File: src/rtl/dslot_npc_pkg.sv
package dslot_npc_pkg;

   localparam logic [5:0] OP_SPECIAL = 6'h00;
   localparam logic [5:0] OP_JUMP    = 6'h02;
   localparam logic [5:0] OP_JLINK   = 6'h03;
   localparam logic [5:0] OP_BR_EQ   = 6'h04;
   localparam logic [5:0] OP_BR_NE   = 6'h05;
   localparam logic [5:0] FN_JREG    = 6'h08;

   localparam int INSN_W = 32;

   typedef enum logic [1:0] {
      SRC_SEQ = 2'b00,
      SRC_BR  = 2'b01,
      SRC_REG = 2'b10,
      SRC_JMP = 2'b11
   } npc_src_e;

   typedef struct packed {
      logic br_eq;
      logic br_ne;
      logic jmp;
      logic jlink;
      logic jreg;
   } ctl_class_t;

endpackage

File: src/rtl/dslot_npc_decode.sv
module dslot_npc_decode
   import dslot_npc_pkg::*;
(
   input  logic [5:0] op_i,
   input  logic [5:0] funct_i,
   output ctl_class_t cls_o
);

   always_comb begin
      cls_o = '0;
      unique case (op_i)
         OP_BR_EQ:   cls_o.br_eq = 1'b1;
         OP_BR_NE:   cls_o.br_ne = 1'b1;
         OP_JUMP:    cls_o.jmp   = 1'b1;
         OP_JLINK:   cls_o.jlink = 1'b1;
         OP_SPECIAL: cls_o.jreg  = (funct_i == FN_JREG);
         default:    cls_o = '0;
      endcase
   end

endmodule

File: src/rtl/dslot_npc_eq.sv
module dslot_npc_eq #(
   parameter int XLEN     = 32,
   parameter int EQ_CHUNK = 32
) (
   input  logic [XLEN-1:0] a_i,
   input  logic [XLEN-1:0] b_i,
   output logic            eq_o
);

   localparam int N_CHUNK = XLEN / EQ_CHUNK;

   generate
      if (EQ_CHUNK == XLEN) begin : g_flat
         assign eq_o = ~|(a_i ^ b_i);
      end else begin : g_chunked
         logic [N_CHUNK-1:0] part_eq;
         for (genvar c = 0; c < N_CHUNK; c++) begin : g_part
            assign part_eq[c] = ~|(a_i[c*EQ_CHUNK +: EQ_CHUNK] ^ b_i[c*EQ_CHUNK +: EQ_CHUNK]);
         end
         assign eq_o = &part_eq;
      end
   endgenerate

endmodule

File: src/rtl/dslot_npc_target.sv
module dslot_npc_target #(
   parameter int PC_W = 32,
   parameter int XLEN = 32
) (
   input  logic [PC_W-1:0] id_pc4_i,
   input  logic [15:0]     imm_i,
   input  logic [25:0]     index_i,
   input  logic [XLEN-1:0] rs_val_i,
   output logic [PC_W-1:0] br_tgt_o,
   output logic [PC_W-1:0] jmp_tgt_o,
   output logic [PC_W-1:0] reg_tgt_o,
   output logic [PC_W-1:0] link_o
);

   localparam int SEXT_W = PC_W - 18;
   localparam int HIGH_W = PC_W - 28;

   logic [PC_W-1:0] offset;

   assign offset    = {{SEXT_W{imm_i[15]}}, imm_i, 2'b00};
   assign br_tgt_o  = id_pc4_i + offset;
   assign jmp_tgt_o = {id_pc4_i[PC_W-1 -: HIGH_W], index_i, 2'b00};
   assign link_o    = id_pc4_i + PC_W'(4);

   generate
      if (XLEN == PC_W) begin : g_same
         assign reg_tgt_o = rs_val_i;
      end else begin : g_trunc
         assign reg_tgt_o = rs_val_i[PC_W-1:0];
      end
   endgenerate

endmodule

File: src/rtl/dslot_npc_select.sv
module dslot_npc_select
   import dslot_npc_pkg::*;
#(
   parameter int PC_W = 32
) (
   input  ctl_class_t      cls_i,
   input  logic            eq_i,
   input  logic [PC_W-1:0] seq_pc_i,
   input  logic [PC_W-1:0] br_tgt_i,
   input  logic [PC_W-1:0] jmp_tgt_i,
   input  logic [PC_W-1:0] reg_tgt_i,
   output npc_src_e        src_o,
   output logic [PC_W-1:0] next_pc_o
);

   logic take_br;

   assign take_br = (cls_i.br_eq & eq_i) | (cls_i.br_ne & ~eq_i);

   always_comb begin
      if (cls_i.jmp | cls_i.jlink)  src_o = SRC_JMP;
      else if (cls_i.jreg)          src_o = SRC_REG;
      else if (take_br)             src_o = SRC_BR;
      else                          src_o = SRC_SEQ;
   end

   always_comb begin
      unique case (src_o)
         SRC_BR:  next_pc_o = br_tgt_i;
         SRC_REG: next_pc_o = reg_tgt_i;
         SRC_JMP: next_pc_o = jmp_tgt_i;
         default: next_pc_o = seq_pc_i;
      endcase
   end

endmodule

File: src/rtl/dslot_npc_fetch_regs.sv
module dslot_npc_fetch_regs #(
   parameter int          PC_W     = 32,
   parameter int          INSN_W   = 32,
   parameter logic [31:0] RESET_PC = 32'h0
) (
   input  logic              clk,
   input  logic              rst_n,
   input  logic              stall_i,
   input  logic [PC_W-1:0]   next_pc_i,
   input  logic [INSN_W-1:0] imem_i,
   output logic [PC_W-1:0]   pc_o,
   output logic [PC_W-1:0]   seq_pc_o,
   output logic [INSN_W-1:0] id_instr_o,
   output logic [PC_W-1:0]   id_pc4_o
);

   localparam logic [PC_W-1:0] PC_INIT = RESET_PC[PC_W-1:0];

   assign seq_pc_o = pc_o + PC_W'(4);

   always_ff @(posedge clk or negedge rst_n) begin
      if (!rst_n) begin
         pc_o       <= PC_INIT;
         id_instr_o <= '0;
         id_pc4_o   <= PC_INIT;
      end else if (!stall_i) begin
         pc_o       <= next_pc_i;
         id_instr_o <= imem_i;
         id_pc4_o   <= seq_pc_o;
      end
   end

endmodule

File: src/rtl/dslot_npc_unit.sv
module dslot_npc_unit
   import dslot_npc_pkg::*;
#(
   parameter int          PC_W     = 32,
   parameter int          XLEN     = 32,
   parameter int          EQ_CHUNK = 32,
   parameter logic [31:0] RESET_PC = 32'h0
) (
   input  logic            clk,
   input  logic            rst_n,
   input  logic            stall_i,
   input  logic [31:0]     imem_rdata_i,
   input  logic [XLEN-1:0] opnd_a_i,
   input  logic [XLEN-1:0] opnd_b_i,
   output logic [PC_W-1:0] fetch_pc_o,
   output logic [31:0]     id_instr_o,
   output logic [PC_W-1:0] id_pc4_o,
   output logic [PC_W-1:0] next_pc_o,
   output logic [1:0]      pc_src_o,
   output logic [PC_W-1:0] link_addr_o,
   output logic            link_to_r31_o
);

   generate
      if (PC_W < 29 || PC_W > 32) begin : g_bad_pcw
         $error("PC_W must lie in 29..32");
      end
      if (XLEN < PC_W) begin : g_bad_xlen
         $error("XLEN must be at least PC_W");
      end
      if (EQ_CHUNK < 1 || (XLEN % EQ_CHUNK) != 0) begin : g_bad_chunk
         $error("EQ_CHUNK must divide XLEN");
      end
      if (RESET_PC[1:0] != 2'b00) begin : g_bad_reset
         $error("RESET_PC must be word aligned");
      end
   endgenerate

   ctl_class_t      cls;
   npc_src_e        src;
   logic            ops_eq;
   logic [PC_W-1:0] seq_pc;
   logic [PC_W-1:0] br_tgt;
   logic [PC_W-1:0] jmp_tgt;
   logic [PC_W-1:0] reg_tgt;

   dslot_npc_fetch_regs #(
      .PC_W    (PC_W),
      .INSN_W  (INSN_W),
      .RESET_PC(RESET_PC)
   ) u_regs (
      .clk       (clk),
      .rst_n     (rst_n),
      .stall_i   (stall_i),
      .next_pc_i (next_pc_o),
      .imem_i    (imem_rdata_i),
      .pc_o      (fetch_pc_o),
      .seq_pc_o  (seq_pc),
      .id_instr_o(id_instr_o),
      .id_pc4_o  (id_pc4_o)
   );

   dslot_npc_decode u_dec (
      .op_i   (id_instr_o[31:26]),
      .funct_i(id_instr_o[5:0]),
      .cls_o  (cls)
   );

   dslot_npc_eq #(
      .XLEN    (XLEN),
      .EQ_CHUNK(EQ_CHUNK)
   ) u_eq (
      .a_i (opnd_a_i),
      .b_i (opnd_b_i),
      .eq_o(ops_eq)
   );

   dslot_npc_target #(
      .PC_W(PC_W),
      .XLEN(XLEN)
   ) u_tgt (
      .id_pc4_i (id_pc4_o),
      .imm_i    (id_instr_o[15:0]),
      .index_i  (id_instr_o[25:0]),
      .rs_val_i (opnd_a_i),
      .br_tgt_o (br_tgt),
      .jmp_tgt_o(jmp_tgt),
      .reg_tgt_o(reg_tgt),
      .link_o   (link_addr_o)
   );

   dslot_npc_select #(
      .PC_W(PC_W)
   ) u_sel (
      .cls_i    (cls),
      .eq_i     (ops_eq),
      .seq_pc_i (seq_pc),
      .br_tgt_i (br_tgt),
      .jmp_tgt_i(jmp_tgt),
      .reg_tgt_i(reg_tgt),
      .src_o    (src),
      .next_pc_o(next_pc_o)
   );

   assign pc_src_o      = src;
   assign link_to_r31_o = cls.jlink;

endmodule

File: config.mk
export PLATFORM = sky130hd
export DESIGN_NAME = dslot_npc_unit
export DESIGN_NICKNAME = d
export VERILOG_FILES = /design/src/rtl/dslot_npc_pkg.sv /design/src/rtl/dslot_npc_decode.sv /design/src/rtl/dslot_npc_eq.sv /design/src/rtl/dslot_npc_target.sv /design/src/rtl/dslot_npc_select.sv /design/src/rtl/dslot_npc_fetch_regs.sv /design/src/rtl/dslot_npc_unit.sv
export SDC_FILE = /design/constraint.sdc
export NUM_CORES = 1
export LEC_CHECK = 0
export BUFFER_PORTS_ARGS = -buffer_cell sky130_fd_sc_hd__clkbuf_2
export CORE_ASPECT_RATIO = 0.9
export CORE_MARGIN = 3
export CORE_UTILIZATION = 40
export CTS_BUF_LIST = sky130_fd_sc_hd__clkbuf_4
export DETAILED_ROUTE_END_ITERATION = 8
export HOLD_SLACK_MARGIN = 0.02
export PLACE_DENSITY = 0.75
export SLEW_MARGIN = 15
export SYNTH_ARGS = -nofsm -noshare
export SYNTH_HDL_FRONTEND = slang
export SYNTH_SLANG_ARGS = --single-unit
File: constraint.sdc
create_clock -name clk -period 3.9 [get_ports clk]
set_clock_uncertainty 0.15 [all_clocks]
set_input_delay 0.78 -clock clk [delete_from_list [all_inputs] [get_ports clk]]
set_output_delay 0.78 -clock clk [all_outputs]
set_load 0.02 [all_outputs]
==> results of run 1 <==
==> registers in the layout, indices dropped and copies added (netlist names) <==
signal             flops
u_regs.pc_o           32
u_regs.id_instr_o     32
u_regs.id_pc4_o       32
==> final timing paths <==
path	startpoint	endpoint	slack [ns]	depth (start not counted)
min	rst_n	u_regs.id_pc4_o[15]	0.27	1
max reg2reg	u_regs.id_pc4_o[2]	u_regs.pc_o[18]	0.22	20
max	u_regs.id_pc4_o[2]	next_pc_o[30]	-0.47	13
min in group clk	imem_rdata_i[1]	u_regs.id_instr_o[1]	0.36	2
min reg2reg	u_regs.id_instr_o[19]	u_regs.id_instr_o[19]	0.41	1
max in group asynchronous	rst_n	u_regs.id_instr_o[15]	2.37	2
==> logic make-up after synthesis <==
family | count (synthesis)
flops | 96
fa+ha+maj | 32
buf+inv | 58
compound gates | 207
mux | 77
xor+xnor | 107
simple gates | 275
==> final cells by class <==
| type | instances | share of cell area |
|---|---|---|
| Multi-Input combinational cell | 698 | 0.505 |
| Timing Repair Buffer | 418 | 0.239 |
| Sequential cell | 96 | 0.211 |
| Tap cell | 245 | 0.0268 |
| Clock buffer | 11 | 0.00722 |
| Inverter | 15 | 0.00514 |
| Clock inverter | 5 | 0.00503 |
| Antenna cell | 1 | 0.000219 |
==> routing by layer <==
metal / vias up / GRT usage / wire length [um]
met5: - / 0 / 0
met4: 0 / 0.0759 / 658
met3: 55 / 0.0616 / 2930
met2: 479 / 0.478 / 15100
met1: 4168 / 0.388 / 13100
li1: 3908 / - / -
==> worst reg2reg max path, cell delays in order, from the launching register on <==
cell       delay [ns]
dfrtp_1          0.39
ha_2             0.20
inv_2            0.05
fa_2             0.36
nand2b_4         0.16
a21o_4           0.23
a2111oi_4        0.36
buf_4            0.19
nor3_4           0.04
buf_4            0.16
buf_6            0.12
xnor2_4          0.14
a21oi_2          0.08
buf_4            0.14
buf_4            0.12
buf_4            0.13
buf_4            0.12
buf_4            0.12
buf_4            0.12
buf_4            0.12
a31oi_1          0.11
==> through the flow <==
step	instance area, um^2	setup TNS (ns)	worst slack (ns)	hold WS, ns
final	11400	-3.54	-0.466	0.272
after global routing	11400	-5.48	-0.623	0.302
after CTS	11000	-2.62	-0.405	0.294
after detailed placement	9940	-0.884	-0.149	0.375
after global placement	9940	-0.226	-0.114	0.368
after floorplan	7660	0	0.00967	0.334
==> cell usage after synthesis (all sizes together) (10+ instances only) <==
cell | count | area, um^2
a21o | 11 | 82.6
o21ai | 35 | 175
nand4 | 28 | 188
dfrtp | 96 | 2400
o211ai | 17 | 133
buf | 19 | 113
nor3 | 23 | 115
xor2 | 25 | 219
nand2 | 71 | 267
a22oi | 17 | 128
xnor2 | 82 | 726
inv | 15 | 56.3
nor2 | 52 | 205
and3 | 17 | 106
mux2 | 67 | 754
nand3 | 36 | 180
a21oi | 64 | 320
ha | 31 | 388
mux2i | 10 | 100
clkbuf | 24 | 90.1
==> where the power goes <==
part	leakage [nW]	total, mW	switching [mW]	internal, mW
Combinational	3.97	5.29	2.96	2.33
Sequential	1.13	1.70	0.418	1.28
Clock	0.0707	0.578	0.369	0.209
==> repair_timing <==
item | in CTS | in global routing
setup buffers | 36 | 20
gates cloned | 0 | 1
resized for setup | 132 | 98
pin swaps | 39 | 58
endpoints found under the hold margin | 0 | 0
endpoints found under the setup margin | 33 | 39
==> impl_metrics.toml, run 1 <==
[run_status]
status = "finished with violations"
failed_checks = "setup timing"

[power]
ir_drop_mv = 0.546
total_power_mw = 7.57
p_per_area_nw_per_um2 = 662
p_leak_nw = 5.18

[final_layout]
final_cells = 1489
multi_input_area_um2 = 5780
drive_gt1_frac = 0.505
nNetsFinal = 1369
layout_common_cells = "clkbuf_2 (238), buf_4 (145), dfrtp_1 (87)"
seqCellArea_um2 = 2410
fill_cells = 1545
final_util = 0.616
layout-area-overhead-vs-synth_pct = 49.4
final_common_cell = "clkbuf_2"

[clock_tree]
max-clock-path-buffers = 2
cts_tree = "yes"
cts_sinks = 96
htreeDepth = 3
clk_pin_slew_ns = 0.16
cts_buffers = 9
postCtsHoldBufs = 0
clock_latency_ns = 0.49
root_buffer = "clkbuf_4"

[critical_path]
worstSetupPathType = "reg -> out"
slowest_delay_ns = 0.39
arrival_ns = 3.44
critical-path-top-delay-family = "compound AO/OA/AOI/OAI gates"
crit_chain = "ha_2, inv_2, fa_2, nand2b_4, a21o_4, a2111oi_4, buf_4, nor3_4, o211ai_1, a31o_1, xnor2_2, a211oi_2, buf_4"
start_kind = "flop"
path_common_cell = "buf_4"
end_kind = "primary output"
cp.required_ns = 2.97
crit_buf_inv = 3
cp_slowest_cell = "dfrtp_1"
worstPathMaxFanout = 3

[floorplan]
coreArea_um2 = 18600
io_pins = 262
die-height_um = 137
num_rows = 47
die_w_um = 152
dieArea_um2 = 20800
start_util = 0.412

[synth]
synth_ff_type = "dfrtp_1"
netlist_instances = 852
synth_compound_area_frac = 0.179
avgSynthCellArea_um2 = 8.99
yosys.area_share.simple = 0.185
synth_top_family_by_area = "simple AND/OR/NAND/NOR gates"
yosysWarnings = 0
ys_types = 67
syn_area_um2 = 7660
synth_seq_area_share = 0.314
synthArstFlopShare = 1.00
synth_xor_area_frac = 0.123
synth_adder_area_share = 0.0533
syn-num-nets = 983
synth_edf_count = 0
ys_seq_elements = 96
yosys-mux-area-fraction = 0.112

[grt]
grt_start_max_net_pins = 72
gr-total-overflow = 0
grt_pass1_vias = 8273
track_usage = 0.289
antenna_found_initial = 1
grt_pass1_wl_mm = 47.3

[detailed_routing]
drt_iter0_drc = 835
drt-total-wl_mm = 31.8
num_vias = 8610
antenna_left = 0
vias_per_cell = 5.78
drc_errors = 0
wl_per_cell_um = 21.3
first_pass_iters = 6

[sta]
layout_setup_ws_ns = -0.466
slew_viol_final = 0
final-hold-violation-count = 0
max_clock_freq_mhz = 229
finalSetupViolCount = 15
fin_crit_ns = 4.37
rsz0062_at_grt = "yes"
period_share = 1.12
worst_pin_slew_ns = 0.966
slew_headroom = 0.356

[hold_path]
hp-class = "in -> async"

[placement]
place_inst = 1426
hpwl_mm = 23.8
port-buffer-count = 261
place_congestion = 0.963

[job]
maxCapViolations = 0
(Power assumes the default switching activity.)
==> inputs of run 2 (changes only) <==
--- a/config.mk
+++ b/config.mk
@@ -6,4 +6,5 @@
 export NUM_CORES = 1
 export LEC_CHECK = 0
+export ABC_AREA = 1
 export BUFFER_PORTS_ARGS = -buffer_cell sky130_fd_sc_hd__clkbuf_2
 export CORE_ASPECT_RATIO = 0.9
@@ -13,5 +14,5 @@
 export DETAILED_ROUTE_END_ITERATION = 8
 export HOLD_SLACK_MARGIN = 0.02
-export PLACE_DENSITY = 0.75
+export PLACE_DENSITY = 0.73
 export SLEW_MARGIN = 15
 export SYNTH_ARGS = -nofsm -noshare
==> constraint.sdc (replaced) <==
create_clock -name clk -period 3.9 [get_ports clk]
set_clock_uncertainty 0.15 [all_clocks]
set_input_delay 0.585 -clock clk [delete_from_list [all_inputs] [get_ports clk]]
set_output_delay 0.585 -clock clk [all_outputs]
set_load 0.02 [all_outputs]
==> impl_metrics.toml, run 2 <==
[detailed_routing]
wl_per_cell_um = 19.7
drt-total-wl_mm = 38.4
drc_errors = 0
num_vias = 10343
drt_iter0_drc = 1147
antenna_left = 0
vias_per_cell = 5.29
first_pass_iters = 6

[synth]
yosys-top-cells-count = "nand2_1 (535), inv_1 (193), nand3_1 (109), dfrtp_1 (96), nor2_1 (84)"
synth_top_family_by_area = "simple AND/OR/NAND/NOR gates"
synth_compound_area_frac = 0.0668
synth_seq_area_share = 0.270
ys_seq_elements = 96
synthTopCellsByArea = "dfrtp_1 (27%), nand2_1 (23%), inv_1 (8.1%), nand3_1 (6.1%), xor2_1 (5.7%)"
yosysWarnings = 0
yosys-mux-area-fraction = 0
synth_xor_area_frac = 0.0866
avgSynthCellArea_um2 = 6.35
synth_edf_count = 0
synthArstFlopShare = 1.00
yosys.cell_count.top_type = "nand2_1"
netlist_instances = 1401
syn-num-nets = 1532
ys_types = 46
netlist.area_leader.share = 0.270
yosys.area_share.simple = 0.423
yosysTopAreaCell = "dfrtp_1"
synth_ff_type = "dfrtp_1"
synth_adder_area_share = 0.0458
syn_area_um2 = 8900

[hold_path]
hp-class = "in -> reg"
holdCritStartpoint = "imem_rdata_i[29]"
holdPathStages = 3

[critical_path]
worstSetupPathType = "reg -> out"
cp_slowest_cell = "dfrtp_1"
r2r.worst_path.cells = 12
arrival_ns = 3.05
crit_chain = "ha_1, nand2_1, nor2_2, nand2_1, nand2_1, xor2_1, nand2_1, nand3_1, and2_1, clkbuf_2"
cp.required_ns = 3.16
end_kind = "primary output"
endpoint = "next_pc_o[13]"
cp-startpoint = "u_regs.id_pc4_o[10]"
timing.reg2reg.setup_slack_ns = 1.18
slowest_delay_ns = 0.52
path_common_cell = "nand2_1"
r2r-start = "u_regs.id_instr_o[15]"
start_kind = "flop"
rr_endpoint = "u_regs.pc_o[26]"
worstPathMaxFanout = 5

[grt]
antenna_found_initial = 3
grt_start_max_net_pins = 77
track_usage = 0.318
grt_pass1_wl_mm = 58.7
gr-total-overflow = 0
grt_pass1_vias = 9974

[final_layout]
layout-area-overhead-vs-synth_pct = 20.9
final_util = 0.495
final_common_cell = "nand2_1"
fill_cells = 2333
reg_top3 = "u_regs.id_instr_o x32, u_regs.id_pc4_o x32, u_regs.pc_o x32"
drive_gt1_frac = 0.219
nNetsFinal = 1791
layout_common_cells = "nand2_1 (534), clkbuf_2 (260), inv_1 (193)"

[floorplan]
num_rows = 51
die_w_um = 163
start_util = 0.409
coreArea_um2 = 21800
dieArea_um2 = 24100
die-height_um = 148
io_pins = 262

[clock_tree]
max-clock-path-buffers = 2
root_buffer = "clkbuf_4"
cts_sinks = 96
cts_tree = "yes"
cts_buffers = 9
clk_pin_slew_ns = 0.16
clock_latency_ns = 0.52
htreeDepth = 3

[job]
maxCapViolations = 0

[power]
combPwrFrac = 0.581
ir_drop_mv = 0.365
p_seq_frac = 0.307
total_power_mw = 5.23
clkPwrFrac = 0.112
p_per_area_nw_per_um2 = 485
switching_share = 0.550
switchingPower_mw = 2.87
p_leak_nw = 5.96
intPower_mw = 2.35

[sta]
finalSetupViolCount = 0
slew_headroom = 0.421
slew_viol_final = 0
final-hold-violation-count = 0
max_clock_freq_mhz = 264
rsz0062_at_grt = "no"
final.setup.tns_ns = 0
period_share = 0.971
fin_crit_ns = 3.79
worst_pin_slew_ns = 0.869

[placement]
hpwl_mm = 31.3
place_congestion = 1.13
port-buffer-count = 261

[run_status]
status = "finished clean"
-- run 2: changes by cell type after synthesis, sizes merged, moves of 21 or more --
| cell | delta |
|---|---|
| nor2 | +41 |
| nand2 | +471 |
| nand3 | +85 |
| o21ai | +21 |
| xnor2 | -52 |
| inv | +184 |
| xor2 | +33 |
| a21oi | -42 |
| mux2 | -67 |
-- run 2: worst min-delay path by stage --
stage	slack (ns)	end
final	0.11	u_regs.id_instr_o[29]
after global routing	0.1	u_regs.id_instr_o[19]
after CTS	0.09	u_regs.id_instr_o[29]
after detailed placement	0.34	u_regs.id_instr_o[18]
after global placement	0.34	u_regs.id_instr_o[22]
after floorplan	0.14	u_regs.id_instr_o[0]
-- run 2: final cells by class --
type / instances / area [um^2] / area share
Timing Repair Buffer: 289 / 1540 / 0.143
Tap cell: 291 / 364 / 0.0338
Antenna cell: 1 / 2.50 / 0.000232
Clock buffer: 9 / 67.6 / 0.00628
Clock inverter: 5 / 57.6 / 0.00535
Multi-Input combinational cell: 1064 / 5570 / 0.518
Inverter: 200 / 754 / 0.0701
Sequential cell: 96 / 2410 / 0.224
-- run 2: cell families (layout without fill, tap and decap cells) --
kind of cell	count (synthesis)	count (layout)
AO/OA/AOI/OAI	101	101
buffers and inverters	241	503
other	0	1
XOR/XNOR	88	88
AND/OR/NAND/NOR	843	843
adder cells (fa/ha/maj)	32	32
flip-flops	96	96
-- run 2: critical path: cells and delay by family, from the launching register on --
| kind | cells | cell delay, ns |
|---|---|---|
| flip-flops | 1 | 0.52 |
| adder cells (fa/ha/maj) | 1 | 0.41 |
| buffers and inverters | 1 | 0.19 |
| AND/OR/NAND/NOR | 7 | 1.23 |
| XOR/XNOR | 1 | 0.19 |
-- run 2: per-stage QoR --
| step | setup slack [ns] | cells | instance area, um^2 | hold slack (ns) |
|---|---|---|---|---|
| final | 0.111 | 1955 | 10800 | 0.110 |
| after CTS | 0.0285 | 1952 | 10700 | 0.0853 |
| after global placement | 0.293 | 1937 | 10600 | 0.337 |
| after floorplan | 1.05 | 1401 | 8900 | 0.139 |
| after detailed placement | 0.298 | 1937 | 10600 | 0.342 |
| after global routing | 0.0131 | 1955 | 10800 | 0.0974 |
-- run 2: timing repair --
action	CTS	global route
hold buffers	1	0
buffers inserted	0	2
resized for setup	1	16
endpoints found under the setup margin	1	16
gates cloned	0	0
endpoints found under the hold margin	10	0
-- run 2: power by group through the flow --
stage                     Sequential (mW)  Combinational (mW)  Clock, mW
after global routing                 1.63                3.30      0.628
after global placement               1.61                2.97          0
after floorplan                      1.75                1.62          0
final                                1.61                3.04      0.583
after CTS                            1.59                2.99      0.589
after detailed placement             1.61                2.97          0
-- run 2: layer usage --
layer / routed length (um) / share of wire / track usage
met1: 16700 / 0.44 / 0.454
met2: 17100 / 0.44 / 0.494
met3: 3340 / 0.087 / 0.0558
met4: 1320 / 0.034 / 0.0960
met5: 0 / 0 / 0
==> inputs of run 3 (changes only) <==
- CORE_UTILIZATION: 40 -> 55
- PLACE_DENSITY: 0.73 -> 0.93
==> impl_metrics.toml, run 3 (same netlist as run 2, synthesis figures left out) <==
[detailed_routing]
first_pass_iters = 5
num_vias = 10651
wl_met1_mm = 14.9
drt_iter0_drc = 1248
vias_per_cell = 5.72
wl_per_cell_um = 19.6
routed-wl-met2_mm = 15.8
drt-total-wl_mm = 36.5
drc_errors = 0
highest_layer = "met4"
antenna_left = 0
wl_met3_mm = 4.43

[sta]
final.setup.tns_ns = 0
worst_pin_slew_ns = 0.918
slew_viol_final = 0
slew_headroom = 0.388
finalSetupViolCount = 0
rsz0062_at_grt = "yes"
period_share = 0.980
fin_crit_ns = 3.82
final-hold-violation-count = 0
max_clock_freq_mhz = 262
layout_setup_ws_ns = 0.0761

[final_layout]
multi_input_area_um2 = 5610
fill_cells = 1447
layout_common_cells = "nand2_1 (534), clkbuf_2 (260), inv_1 (193)"
final_common_cell = "nand2_1"
reg_top3 = "u_regs.id_instr_o x32, u_regs.id_pc4_o x32, u_regs.pc_o x32"
drive_gt1_frac = 0.224
seqCellArea_um2 = 2410
nNetsFinal = 1785
layout-area-overhead-vs-synth_pct = 19.7
antenna_cells = 0

[grt]
antenna_found_initial = 0
gr-total-overflow = 0
grt_pass1_wl_mm = 55.8
grt_pass1_vias = 9840
track_usage = 0.403
grt_start_max_net_pins = 77

[clock_tree]
cts_buffers = 9
htreeDepth = 3
clock_latency_ns = 0.52
max-clock-path-buffers = 2
cts_sinks = 96
cts_tree = "yes"
clk_pin_slew_ns = 0.19
root_buffer = "clkbuf_4"

[critical_path]
cp_slowest_cell = "dfrtp_2"
crit_buf_inv = 2
critical-path-top-delay-family = "simple AND/OR/NAND/NOR gates"
worstSetupPathType = "reg -> out"
worstPathMaxFanout = 11
start_kind = "flop"
crit_chain = "buf_4, ha_1, nand2_1, nor2_1, and2_1, and2_1, nand2_1, nand2_1, nand2_1, nand3_1, nand3_1, clkbuf_2"
slowest_delay_ns = 0.53
cp.required_ns = 3.16
end_kind = "primary output"
arrival_ns = 3.09
path_common_cell = "nand2_1"

[floorplan]
die_w_um = 140
start_util = 0.569
io_pins = 262
dieArea_um2 = 17800
die-height_um = 127
num_rows = 43
coreArea_um2 = 15700

[power]
p_per_area_nw_per_um2 = 493
p_leak_nw = 5.93
total_power_mw = 5.26
ir_drop_mv = 0.416

[run_status]
status = "finished clean"

[placement]
hpwl_mm = 29.5
place_congestion = 1.04
port-buffer-count = 261
dp_slack_ns = 0.481

[job]
maxCapViolations = 0

[hold_path]
hp-class = "in -> reg"
==> run 3: path summary, 6_finish.rpt <==
path / start / endpoint / slack [ns] / cells after the start
max reg2reg: u_regs.id_instr_o[15] / u_regs.pc_o[30] / 1.13 / 13
max: u_regs.id_instr_o[15] / next_pc_o[30] / 0.08 / 12
min reg2reg: u_regs.id_instr_o[18] / u_regs.id_instr_o[18] / 0.38 / 2
max in group asynchronous: rst_n / u_regs.id_instr_o[15] / 2.21 / 3
min in group asynchronous: rst_n / u_regs.pc_o[27] / 0.57 / 2
min: imem_rdata_i[29] / u_regs.id_instr_o[29] / 0.09 / 3
==> run 3: worst register-to-register path, stage by stage (launching register included) <==
cell     delay [ns]
dfrtp_2        0.53
buf_4          0.23
ha_1           0.42
nand2_1        0.13
nor2_1         0.30
and2_1         0.24
and2_1         0.14
nand2_1        0.09
nand2_1        0.08
nand2_1        0.06
nand3_1        0.08
nand3_1        0.11
nand2_1        0.10
nand2_1        0.06
==> run 3: through the flow <==
step / util / cells / hold WS (ns) / area [um^2]
after floorplan: - / 1401 / 0.139 / 8900
after global placement: 0.665 / 1842 / 0.343 / 10400
after detailed placement: 0.665 / 1842 / 0.340 / 10400
after CTS: 0.674 / 1859 / 0.0764 / 10600
after global routing: 0.681 / 1861 / 0.0820 / 10700
final: 0.681 / 1861 / 0.0941 / 10700
==> run 3: per-layer routing <==
layer / vias to the layer above / global-route usage
met5: - / 0
met4: 0 / 0.134
met3: 98 / 0.0886
met2: 701 / 0.607
met1: 4955 / 0.579
li1: 4897 / -
==> run 3: timing repair <==
item	CTS	global route
gates resized for setup	0	24
hold endpoints to repair	13	0
setup endpoints to repair	0	17
setup buffers	0	2
hold buffers	1	0
==> run 3: power breakdown <==
| part | internal (mW) | switching [mW] | total, mW |
|---|---|---|---|
| Sequential | 1.21 | 0.420 | 1.63 |
| Clock | 0.152 | 0.433 | 0.585 |
| Combinational | 0.962 | 2.08 | 3.05 |
==> run 3: final cells by class <==
cell class,instances,share of cell area
inverter,200,0.0707
tap,202,0.0237
timing repair buffer,283,0.140
clock buffer,9,0.00634
sequential,96,0.226
multi-input combinational,1064,0.527
clock inverter,7,0.00681
